===== src/rtl/short_check_pkg.sv =====
package short_check_pkg;

   localparam int MODE_W = 2;
   localparam logic [MODE_W-1:0] MODE_ALL_SE = 2'b11;

   typedef enum logic [1:0] {
      SQ_START = 2'd0,
      SQ_GND   = 2'd1,
      SQ_SUP   = 2'd2,
      SQ_DONE  = 2'd3
   } sq_state_t;

   function automatic logic mode_needs_test(input logic [MODE_W-1:0] m);
      return (m != MODE_ALL_SE);
   endfunction

endpackage


===== src/rtl/flag_sync.sv =====
module flag_sync #(
   parameter int W      = 8,
   parameter int STAGES = 2
) (
   input  logic         clk,
   input  logic [W-1:0] d,
   output logic [W-1:0] q
);
   generate
      if (STAGES == 0) begin : g_bypass
         assign q = d;
      end else begin : g_chain
         logic [W-1:0] chain [STAGES];
         always_ff @(posedge clk) begin
            chain[0] <= d;
            for (int k = 1; k < STAGES; k++) chain[k] <= chain[k-1];
         end
         assign q = chain[STAGES-1];
      end
   endgenerate
endmodule


===== src/rtl/settle_timer.sv =====
module settle_timer #(
   parameter int CNT_W = 8
) (
   input  logic             clk,
   input  logic             rst_n,
   input  logic             run,
   input  logic [CNT_W-1:0] limit,
   output logic             expired
);
   logic [CNT_W-1:0] cnt_q;

   assign expired = run && (cnt_q == limit);

   always_ff @(posedge clk or negedge rst_n) begin
      if (!rst_n)                cnt_q <= '0;
      else if (!run || expired)  cnt_q <= '0;
      else                       cnt_q <= cnt_q + 1'b1;
   end
endmodule


===== src/rtl/short_check_seq.sv =====
module short_check_seq
   import short_check_pkg::*;
#(
   parameter int NUM_OUT     = 4,
   parameter int CNT_W       = 8,
   parameter int SYNC_STAGES = 2
) (
   input  logic               clk,
   input  logic               rst_n,
   input  logic               dev_reset_n,
   input  logic [1:0]         out_mode_i,
   input  logic [CNT_W-1:0]   settle_i,
   input  logic [NUM_OUT-1:0] gnd_ok_i,
   input  logic [NUM_OUT-1:0] sup_ok_i,
   output logic               drive_gnd_o,
   output logic               drive_sup_o,
   output logic               bridge_en_o,
   output logic               fault_n_o,
   output logic               done_o
);
   localparam int FLAG_W = 2 * NUM_OUT;

   initial begin
      assert (NUM_OUT >= 1) else $error("NUM_OUT must be at least 1");
      assert (CNT_W >= 1 && CNT_W <= 24) else $error("CNT_W out of range");
      assert (SYNC_STAGES >= 0 && SYNC_STAGES <= 4) else $error("SYNC_STAGES out of range");
   end

   sq_state_t           state_q, state_d;
   logic [FLAG_W-1:0]   flags_s;
   logic [NUM_OUT-1:0]  gnd_s, sup_s;
   logic                in_step, window_end, step_pass;

   flag_sync #(.W(FLAG_W), .STAGES(SYNC_STAGES)) u_sync (
      .clk (clk),
      .d   ({sup_ok_i, gnd_ok_i}),
      .q   (flags_s)
   );
   assign gnd_s = flags_s[NUM_OUT-1:0];
   assign sup_s = flags_s[FLAG_W-1:NUM_OUT];

   assign in_step = (state_q == SQ_GND) || (state_q == SQ_SUP);

   settle_timer #(.CNT_W(CNT_W)) u_timer (
      .clk     (clk),
      .rst_n   (rst_n),
      .run     (in_step),
      .limit   (settle_i),
      .expired (window_end)
   );

   assign step_pass = (state_q == SQ_GND) ? (&gnd_s) : (&sup_s);

   always_comb begin
      state_d = state_q;
      unique case (state_q)
         SQ_START: state_d = mode_needs_test(out_mode_i) ? SQ_GND : SQ_DONE;
         SQ_GND:   if (window_end && step_pass) state_d = SQ_SUP;
         SQ_SUP:   if (window_end && step_pass) state_d = SQ_DONE;
         SQ_DONE:  state_d = SQ_DONE;
         default:  state_d = SQ_START;
      endcase
   end

   always_ff @(posedge clk or negedge rst_n) begin
      if (!rst_n) state_q <= SQ_START;
      else        state_q <= state_d;
   end

   assign drive_gnd_o = (state_q == SQ_GND);
   assign drive_sup_o = (state_q == SQ_SUP);
   assign done_o      = (state_q == SQ_DONE);
   assign fault_n_o   = done_o;
   assign bridge_en_o = done_o && dev_reset_n;
endmodule


===== config.mk =====
export PLATFORM = sky130hd
export DESIGN_NAME = short_check_seq
export DESIGN_NICKNAME = d
export VERILOG_FILES = /design/src/rtl/short_check_pkg.sv /design/src/rtl/flag_sync.sv /design/src/rtl/settle_timer.sv /design/src/rtl/short_check_seq.sv
export SDC_FILE = /design/constraint.sdc
export NUM_CORES = 1
export LEC_CHECK = 0
export BUFFER_PORTS_ARGS = -buffer_cell sky130_fd_sc_hd__clkbuf_2
export CORE_UTILIZATION = 38
export DETAILED_ROUTE_END_ITERATION = 10
export HOLD_SLACK_MARGIN = 0.1
export SLEW_MARGIN = 5
export SYNTH_ARGS = -nofsm -noshare
export SYNTH_HDL_FRONTEND = slang
export SYNTH_SLANG_ARGS = --single-unit

===== constraint.sdc =====
create_clock -name clk -period 1.7 [get_ports clk]
set_clock_uncertainty 0.05 [all_clocks]
set_input_delay 0.255 -clock clk [delete_from_list [all_inputs] [get_ports clk]]
set_output_delay 0.255 -clock clk [all_outputs]
set_load 0.1 [all_outputs]

==> results_dict.tcl <==
set metrics [dict create \
    clk_latency_ps 300 \
    hold_ws_ps 228 \
    portBuffers 25 \
    initial_core_util_pct 41.6 \
    grt_max_degree 16 \
    fin_crit_ps 1680 \
    vdd_ir_drop_max_uv 606 \
    synth_commonest_cells "dfxtp_1 (16), dfrtp_1 (10), xnor2_1 (9), nor2_1 (8), ha_1 (6)" \
    drtPass1Iterations 4 \
    post-place-ws_ps -9.37 \
    clockBufferDepth 2 \
    synth_warnings 0 \
    grt_pass1_vias 638 \
    reg2reg_slack_ps 20 \
    r2r_end "state_q[1]" \
    dr.first_iter.drc_count 3 \
    die_w_um 51.9 \
    fin_crit_sh_pct 98.6 \
    avgViaCountPerCell 4.51 \
    diodes 0 \
    htreeDepth 1 \
    worst_slack_ps 24.5 \
    cp_slowest_stage_delay_ps 420 \
    async_flop_share_pct 38.5 \
    slowest_stage "dfrtp_1" \
    route.vias.total 668 \
    cts_buffers 3 \
    ys_top_cells_by_area "dfxtp_1 (34%), dfrtp_1 (26%), xnor2_1 (8.3%)" \
    yosysSeqAreaShare_pct 60.2 \
    finalSetupViolCount 0 \
    tightest_slew_ps 240 \
    grt_util_all_layers_pct 13.2 \
    p_leak_nw 0.610 \
    antenna_found_initial 0 \
    cts_tree "yes" \
    fp.coreArea_mm2 0.00228 \
    synthDistinctLibCells 19 \
    synthesis.nets 105 \
    grt_pass1_wl_mm 2.59 \
    grt.overflow.total 0 \
    synth_top_area_cell "dfxtp_1" \
    synth_edf_count 0 \
    layout-drive-gt1-share_pct 34.2 \
    rr_worst_depth 6 \
    start_kind "flop" \
    hp-class "in2reg" \
    num-nets-final 148 \
    cp-end-kind "flop" \
    synth_most_common_cell "dfxtp_1" \
    ant_nets 0 \
    netlist_instances 78 \
    path_class "reg2reg" \
    fmaxAchievable_mhz 597 \
    post_drt_wl_per_cell_um 10.3 \
    clkTransAtPathRegs_ps 130 \
    ys.flop_type "dfxtp_1" \
    critPathMaxFanout 3 \
    finalWirelength_mm 1.52 \
    die_y_um 51.9 \
    area_delta_synth_final_pct 48.5 \
    drv_cap 0 \
    rr_startpoint "state_q[0]" \
    cp_data_required_time_ps 1850 \
    synth_seq_cells 26 \
    worst-path-buf-inv 1 \
    avgSynthCellArea_um2 12.1 \
    clkSinkCount 26 \
    die_area_mm2 0.00270 \
    syn_area_um2 947 \
    cp.depth 6 \
    status "finished, final reports clean" \
    critPathTopFamily "compound AO/OA/AOI/OAI gates" \
    finalHoldViolCount 0 \
    path_cells "inv_2 > ha_4 > nand4_1 > o22a_1 > o32a_1 > mux2i_1" \
    arrival_ps 1820 \
    num_rows 17 \
    rsz0062_at_grt "yes" \
    cts-root-buf "clkbuf_4" \
    maxSlewHeadroom_pct 84.0 \
    drv_slew 0 \
    synth_top_area_share_pct 33.8 \
    drc_errors 0 \
    power_density_mw_per_mm2 751 \
    cp-startpoint "state_q[0]" \
    crit_path_end "state_q[1]" \
    place_congestion 0.817 \
    ios 26 \
]
how the worst min path moves through the flow:
| stage | startpoint | end | slack (ps) | depth (start not counted) |
|---|---|---|---|---|
| 6_report | out_mode_i[1] | state_q[1] | 230 | 3 |
| 5_1_grt | out_mode_i[1] | state_q[1] | 240 | 3 |
| 4_1_cts | out_mode_i[1] | state_q[1] | 220 | 3 |
| 3_5_place_dp | rst_n | u_timer.cnt_q[1] | 80 | 1 |
| 3_3_place_gp | rst_n | u_timer.cnt_q[1] | 80 | 1 |
| 2_1_floorplan | rst_n | state_q[0] | -90 | 0 |
sequential cells by signal, indices dropped and copies added (netlist names):
name,flops
state_q,2
u_sync.g_chain.chain,16
u_timer.cnt_q,8
report_power, final:
part           total (mW)  leakage [nW]  switching, mW  internal [mW]
registers           0.637         0.264        0.00448          0.633
clock network       0.348        0.0261          0.168          0.179
logic              0.0714         0.319         0.0286         0.0428
total                1.06         0.610          0.201          0.855
layout by cell type (no fill, tap or decap), types with 2 or more instances in the layout:
master / instances
buf_4: 4
ha_4: 4
inv_2: 2
nand3_1: 5
dfxtp_1: 16
dfrtp_1: 10
dlygate4sd3_1: 9
buf_12: 5
nor2_1: 8
clkbuf_4: 3
mux2i_1: 2
and3_1: 2
xnor2_1: 9
clkbuf_2: 20
xor2_1: 5
nand4_1: 4
ha_1: 2
worst min-delay path: cells and delay by family:
family / cells / cell delay (ps)
buffers and inverters: 1 / 70
AO/OA/AOI/OAI: 1 / 90
multiplexers: 1 / 130
cells by family after synthesis:
family	count (synthesis)	synth area share, %
AO/OA/AOI/OAI	4	3.30
multiplexers	2	2.11
AND/OR/NAND/NOR	22	11.5
adder cells (fa/ha/maj)	6	7.93
XOR/XNOR	14	12.9
buffers and inverters	4	1.98
flip-flops	26	60.2
routing by layer:
layer  routed length [um]  track usage (%)
met1                  700             16.1
met2                  759             22.4
met3                   52             1.75
met4                   12             6.76
met5                    0                0
stage by stage:
| step | utilization [%] | instance area, um2 | power, mW | cells | setup TNS, ps |
|---|---|---|---|---|---|
| final | 61.8 | 1410 | 1.06 | 148 | 0 |
| after global placement | 53.5 | 1220 | 0.705 | 133 | 0 |
| after floorplan | - | 967 | 0.670 | 78 | -54.2 |
| after detailed placement | 53.5 | 1220 | 0.707 | 133 | -12.0 |
| after global routing | 61.8 | 1410 | 1.10 | 148 | -117 |
| after CTS | 61.4 | 1400 | 1.07 | 148 | -30.4 |
area by class of cell:
cell class	count	area (um2)
Fill cell	195	870
Sequential cell	26	571
Multi-Input combinational cell	48	410
Timing Repair Buffer	39	332
Clock buffer	4	47.5
Tap cell	28	35.0
Inverter	3	11.3
repair_timing:
action / in CTS / in global routing
pin swaps: 2 / 1
resized for setup: 4 / 1
buffers inserted: 2 / 0
endpoints found under the hold margin: 18 / 0
hold buffers: 9 / 0
endpoints found under the setup margin: 3 / 4
No activity file was read; power rests on OpenSTA's default activity.
